===== config.mk =====
export PLATFORM = sky130hd
export DESIGN_NAME = rx_da_filter
export DESIGN_NICKNAME = d
export VERILOG_FILES = /design/src/rtl/dafilt_pkg.sv /design/src/rtl/dafilt_crc_step.sv /design/src/rtl/dafilt_byte_cmp.sv /design/src/rtl/dafilt_verdict.sv /design/src/rtl/rx_da_filter.sv
export SDC_FILE = /design/constraint.sdc
export NUM_CORES = 1
export LEC_CHECK = 0
export BUFFER_PORTS_ARGS = -buffer_cell sky130_fd_sc_hd__buf_4
export CAP_MARGIN = 40
export CORE_MARGIN = 2
export CORE_UTILIZATION = 30
export CTS_CLUSTER_DIAMETER = 80
export CTS_CLUSTER_SIZE = 24
export DETAILED_ROUTE_END_ITERATION = 16
export PLACE_DENSITY = 0.59
export SLEW_MARGIN = 5
export SYNTH_ARGS = -nofsm -noshare
export SYNTH_HDL_FRONTEND = slang
export SYNTH_HIERARCHICAL = 1
export SYNTH_SLANG_ARGS = --single-unit

===== constraint.sdc =====
create_clock -name clk -period 4.5 [get_ports clk]
set_input_delay 0.45 -clock clk [delete_from_list [all_inputs] [get_ports clk]]
set_output_delay 0.45 -clock clk [all_outputs]
set_load 0.01 [all_outputs]

===== src/rtl/dafilt_pkg.sv =====
package dafilt_pkg;
    localparam int CRC_W = 32;
    localparam logic [CRC_W-1:0] CRC_SEED = 32'hFFFF_FFFF;
    localparam logic [CRC_W-1:0] CRC_POLY = 32'h04C1_1DB6;
    localparam int ADDR_BYTES = 6;
    localparam int BYTE_W = 8;
    localparam int ADDR_W = ADDR_BYTES * BYTE_W;
endpackage


===== src/rtl/dafilt_crc_step.sv =====
module dafilt_crc_step
    import dafilt_pkg::*;
#(
    parameter int DATA_W = BYTE_W
) (
    input  logic [CRC_W-1:0]  crc_in,
    input  logic [DATA_W-1:0] data_in,
    output logic [CRC_W-1:0]  crc_out
);
    logic [CRC_W-1:0] chain [0:DATA_W];

    assign chain[0] = crc_in;

    // one stage per data bit, least significant bit consumed first
    for (genvar b = 0; b < DATA_W; b++) begin : g_bit
        logic             fb;
        logic [CRC_W-1:0] shifted;
        assign fb      = chain[b][CRC_W-1] ^ data_in[b];
        assign shifted = {chain[b][CRC_W-2:0], 1'b0};
        assign chain[b+1] = fb ? ((shifted ^ CRC_POLY) | {{(CRC_W-1){1'b0}}, 1'b1})
                               : shifted;
    end

    assign crc_out = chain[DATA_W];
endmodule


===== src/rtl/dafilt_byte_cmp.sv =====
module dafilt_byte_cmp
    import dafilt_pkg::*;
#(
    parameter int POS_W = 3
) (
    input  logic [POS_W-1:0]  pos,
    input  logic [BYTE_W-1:0] data_in,
    input  logic [ADDR_W-1:0] station,
    output logic              eq,
    output logic              is_ones
);
    logic [BYTE_W-1:0] ref_byte;

    // byte 0 of the station sits in the most significant lane
    always_comb begin
        ref_byte = '0;
        for (int k = 0; k < ADDR_BYTES; k++) begin
            if (pos == POS_W'(k)) begin
                ref_byte = station[ADDR_W-BYTE_W*(k+1) +: BYTE_W];
            end
        end
    end

    assign eq      = (data_in == ref_byte);
    assign is_ones = &data_in;
endmodule


===== src/rtl/dafilt_verdict.sv =====
module dafilt_verdict #(
    parameter int LEN_W  = 16,
    parameter int IDX_W  = 6
) (
    input  logic               complete,
    input  logic               all_ones,
    input  logic               all_eq,
    input  logic               grp,
    input  logic [IDX_W-1:0]   hash_idx,
    input  logic [(1<<IDX_W)-1:0] hash_tbl,
    input  logic               bcast_rej,
    input  logic               promisc,
    input  logic               hash_all,
    input  logic               small_ok,
    input  logic [LEN_W-1:0]   len,
    input  logic [LEN_W-1:0]   min_len,
    output logic               accept
);
    logic miss;
    logic len_ok;

    // broadcast outranks the hash path, which outranks the station compare
    always_comb begin
        if (all_ones)              miss = bcast_rej;
        else if (grp || hash_all)  miss = !hash_tbl[hash_idx];
        else                       miss = !all_eq;
    end

    assign len_ok = small_ok || (len >= min_len);
    assign accept = complete && (!miss || promisc) && len_ok;
endmodule


===== src/rtl/rx_da_filter.sv =====
module rx_da_filter
    import dafilt_pkg::*;
#(
    parameter int LEN_W      = 16,
    parameter int STA_HI_W   = 16,
    parameter int HASH_REG_W = 32
) (
    input  logic                  clk,
    input  logic                  rst_n,
    input  logic                  cfg_bcast_rej,
    input  logic                  cfg_promisc,
    input  logic                  cfg_hash_all,
    input  logic                  cfg_small_ok,
    input  logic [STA_HI_W-1:0]   cfg_station_hi,
    input  logic [ADDR_W-STA_HI_W-1:0] cfg_station_lo,
    input  logic [HASH_REG_W-1:0] cfg_hash_lo,
    input  logic [HASH_REG_W-1:0] cfg_hash_hi,
    input  logic [LEN_W-1:0]      cfg_min_len,
    input  logic                  byte_valid,
    input  logic                  byte_start,
    input  logic [BYTE_W-1:0]     byte_data,
    input  logic                  len_valid,
    input  logic [LEN_W-1:0]      len_bytes,
    output logic                  res_valid,
    output logic                  res_accept
);
    localparam int CNT_W  = $clog2(ADDR_BYTES + 1);
    localparam int IDX_W  = $clog2(2 * HASH_REG_W);
    localparam logic [CNT_W-1:0] CNT_FULL = CNT_W'(ADDR_BYTES);

    typedef struct packed {
        logic [CNT_W-1:0] cnt;
        logic [CRC_W-1:0] crc;
        logic             all_ones;
        logic             all_eq;
        logic             grp;
    } addr_t;

    typedef struct packed {
        addr_t addr;
        logic  res_valid;
        logic  res_accept;
    } state_t;

    localparam addr_t ADDR_INIT = '{cnt: '0, crc: CRC_SEED, all_ones: 1'b1,
                                    all_eq: 1'b1, grp: 1'b0};
    localparam state_t STATE_RST = '{addr: ADDR_INIT, res_valid: 1'b0, res_accept: 1'b0};

    state_t s_q, s_d;
    addr_t  base_d, addr_d;
    logic [CRC_W-1:0] crc_next_d;
    logic   eq_d, ones_d, take_d, accept_d;

    // starting point for this cycle's byte: fresh on a start strobe
    always_comb begin
        base_d = (byte_valid && byte_start) ? ADDR_INIT : s_q.addr;
        take_d = byte_valid && (byte_start || (s_q.addr.cnt < CNT_FULL));
    end

    dafilt_crc_step #(.DATA_W(BYTE_W)) u_crc (
        .crc_in  (base_d.crc),
        .data_in (byte_data),
        .crc_out (crc_next_d)
    );

    dafilt_byte_cmp #(.POS_W(CNT_W)) u_cmp (
        .pos     (base_d.cnt),
        .data_in (byte_data),
        .station ({cfg_station_hi, cfg_station_lo}),
        .eq      (eq_d),
        .is_ones (ones_d)
    );

    always_comb begin
        addr_d = base_d;
        if (take_d) begin
            addr_d.cnt      = base_d.cnt + 1'b1;
            addr_d.crc      = crc_next_d;
            addr_d.all_ones = base_d.all_ones && ones_d;
            addr_d.all_eq   = base_d.all_eq && eq_d;
            if (base_d.cnt == '0) addr_d.grp = byte_data[0];
        end
    end

    dafilt_verdict #(.LEN_W(LEN_W), .IDX_W(IDX_W)) u_verdict (
        .complete  (addr_d.cnt == CNT_FULL),
        .all_ones  (addr_d.all_ones),
        .all_eq    (addr_d.all_eq),
        .grp       (addr_d.grp),
        .hash_idx  (addr_d.crc[CRC_W-1 -: IDX_W]),
        .hash_tbl  ({cfg_hash_hi, cfg_hash_lo}),
        .bcast_rej (cfg_bcast_rej),
        .promisc   (cfg_promisc),
        .hash_all  (cfg_hash_all),
        .small_ok  (cfg_small_ok),
        .len       (len_bytes),
        .min_len   (cfg_min_len),
        .accept    (accept_d)
    );

    always_comb begin
        s_d            = s_q;
        s_d.addr       = addr_d;
        s_d.res_valid  = len_valid;
        s_d.res_accept = len_valid && accept_d;
    end

    always_ff @(posedge clk or negedge rst_n) begin
        if (!rst_n) s_q <= STATE_RST;
        else        s_q <= s_d;
    end

    assign res_valid  = s_q.res_valid;
    assign res_accept = s_q.res_accept;

    p_latency_r10: assert property (@(posedge clk) disable iff (!rst_n)
        len_valid |=> res_valid);
    p_quiet_r10: assert property (@(posedge clk) disable iff (!rst_n)
        !len_valid |=> !res_valid);
    p_accept_qualified_r10: assert property (@(posedge clk) disable iff (!rst_n)
        res_accept |-> res_valid);
    p_short_reject_r8: assert property (@(posedge clk) disable iff (!rst_n)
        (res_valid && res_accept) |-> $past(cfg_small_ok || (len_bytes >= cfg_min_len)));
    p_cnt_cap_r9: assert property (@(posedge clk) disable iff (!rst_n)
        s_q.addr.cnt <= CNT_FULL);
    p_bcast_reject_r2: assert property (@(posedge clk) disable iff (!rst_n)
        (len_valid && cfg_bcast_rej && !cfg_promisc && addr_d.all_ones) |=> !res_accept);
endmodule


==> metrics.txt <==
Power Dens Cells=762 nW/um2; Worst Hold Class=primary input to async pin; share of layout cells above drive strength 1=52.2%; post-route cell area=6070 um2; Final Power=around 4.6 mW; Die X-Extent=between 100 and 150 um; hold_buf cts=0; nets@finish=716; Placeable Area=15000 um2; Die Ht=127 um; Mapped Area=approximately 4600 um2; vias in the first global route=3704; Worst Skew=2.95 ps; GRT Residual Overflow=0; worst vdd ir=0.000316 V; final hold violation count=0; Via density=4.77; Synth Register Bits=40; clk buf depth=2; Layout fillers=1457; Die Footprint=16200 um2; first-pass GRT wire length=18.6 mm; Setup crit start kind=primary input; initial drt markers=111; Worst path max stage delay=about 540 ps; pre-CTS setup slack=396 ps; Worst Reg-to-Reg Cells=11; CP Max Fanout=17; library cells used by synthesis=58; Final Util=40.4%; Worst path most repeated cell=buf_4; status=completed; Clock Latency Late Sink=280 ps; P_leak=about 2.9 nW; fraction of registers with async set/reset=100%; final non-filler cell total=728; initial antenna violation count=0; r2r startpoint=s_q[32]$_DFF_PN1_; Antenna Nets Post-Route=0; Antenna Cells=0; Setup TNS=0 ps; fmax=0.266 GHz; r2r endpoint=res_accept$_DFF_PN0_; fin crit period=3760 ps; post-CTS setup buffer count=0; clk sinks=40; crit path kind=primary input to flip-flop; Final GP Congestion=~0.8; crit path buf inv count=2; top cell type's share of synthesized area=19.6%; port buffer count=162; RSZ-0062 raised after global routing=no; Finish-stage setup viols=0; CTS root buf=clkbuf_16; drt drc=0; cell accounting for the most synthesized area=dfstp_2; DP Area=5920 um2; GRT Overall Usage=roughly 14%; ys flop type=dfstp_2; Synth top cells by count=nand2b_1, dfstp_2, xnor2_1; Max-slew headroom=between 50 and 60%; crit path capture type=flip-flop; Tightest Pin Transition=646 ps; router iterations before antenna repair=4; H-tree lvl count=2; Max-Cap Viols=0; flop2flop setup slack=around 960 ps; worst path cell trace=buf_4, nand2_1, buf_4, nand2b_1, xnor2_2, xor3_1, xnor2_1, mux2_4, mux4_2, mux2_2, o311ai_1, o21ai_1, o211a_1, and2_1; Syn Nets=between 500 and 600; crit path DAT=roughly 3900 ps; Initial Util=a little under a third; vias post-DR=3474; most frequent cell after synthesis=nand2b_1; EDFF count, synth=0; Layout area overhead=33.3%; CTS tree=built; cell family with most CP delay=multiplexers; Worst EP required=4670 ps; DR WL/cell=between 15 and 20 um; Post-CTS Resized=0; DPL Wire Length=9.19 mm; top cells by area, synth=dfstp_2, mux2_4, xnor3_1; Final Slew Violations=0; CTS buffer count=5; Inst Count DP=720; Rows=45; WHS=~170 ps; clk slew on worst S/H paths=60 ps; largest net degree at the start of global routing=just over 40; IO Count=163; post-synthesis cell count=381; Crit-path slowest cell=mux4_2; drt total wl=11.5 mm; syn_area_per_cell=11.9 um2; Final Cycle Share=83.5%; setup slack after layout=around 740 ps; Seq/Total Area, Yosys=a little under a quarter; Ys Warns=6
[worst max-delay path by stage]
stage,slack (ps),endpoint,depth (start not counted),startpoint
6_report,740,res_accept$_DFF_PN0_,14,byte_valid
5_1_grt,460,res_accept$_DFF_PN0_,14,byte_valid
4_1_cts,680,res_accept$_DFF_PN0_,14,byte_valid
3_5_place_dp,400,res_accept$_DFF_PN0_,14,byte_valid
3_3_place_gp,470,res_accept$_DFF_PN0_,14,byte_valid
2_1_floorplan,430,res_accept$_DFF_PN0_,16,byte_valid
[power by group]
group	switching, mW	internal [mW]
Combinational	1.39	2.12
Sequential	0.0935	0.663
Clock	0.137	0.221
Total	1.62	3.00
[worst register-to-register path: stages, from the launching register on]
cell	delay, ps
dfstp_2	540
nand2b_1	150
xnor2_2	140
xor3_1	480
xnor2_1	210
mux2_4	370
mux4_2	540
mux2_2	270
o311ai_1	280
o21ai_1	120
o211a_1	220
and2_1	120
[sequential cells by signal, summed over array words and instances, names as in the netlist]
name,cells
s_q,38
res_accept,1
res_valid,1
[cell families after synthesis]
family	share of synthesized area (%)
buf+inv	5.08
simple gates	10.8
xor+xnor	23.7
fa+ha+maj	4.40
compound gates	6.95
flops	22.9
mux	26.1
[cell type report]
class | instances | area, um2 | share of cell area, %
well taps | 188 | 235 | 3.88
clock buffers | 8 | 146 | 2.41
multi-input cells | 299 | 3280 | 54.0
inverters | 22 | 82.6 | 1.36
repair buffers | 171 | 1280 | 21.2
flip-flops and latches | 40 | 1040 | 17.2
[metal layers]
layer | routed length [um] | GRT usage (%)
met1 | 4790 | 16.8
met2 | 6130 | 27.1
met3 | 462 | 2.39
met4 | 99 | 2.52
met5 | 0 | 0
[placed cells by master, fill, tap and decap left out, drive strengths merged, types with 18 or more instances in the layout]
cell and instances:
buf 171, xnor2 45, mux2 39, nand2b 36, dfstp 34, inv 22
mux4 20, mux2i 18
Power figures use the tool's default switching activity.
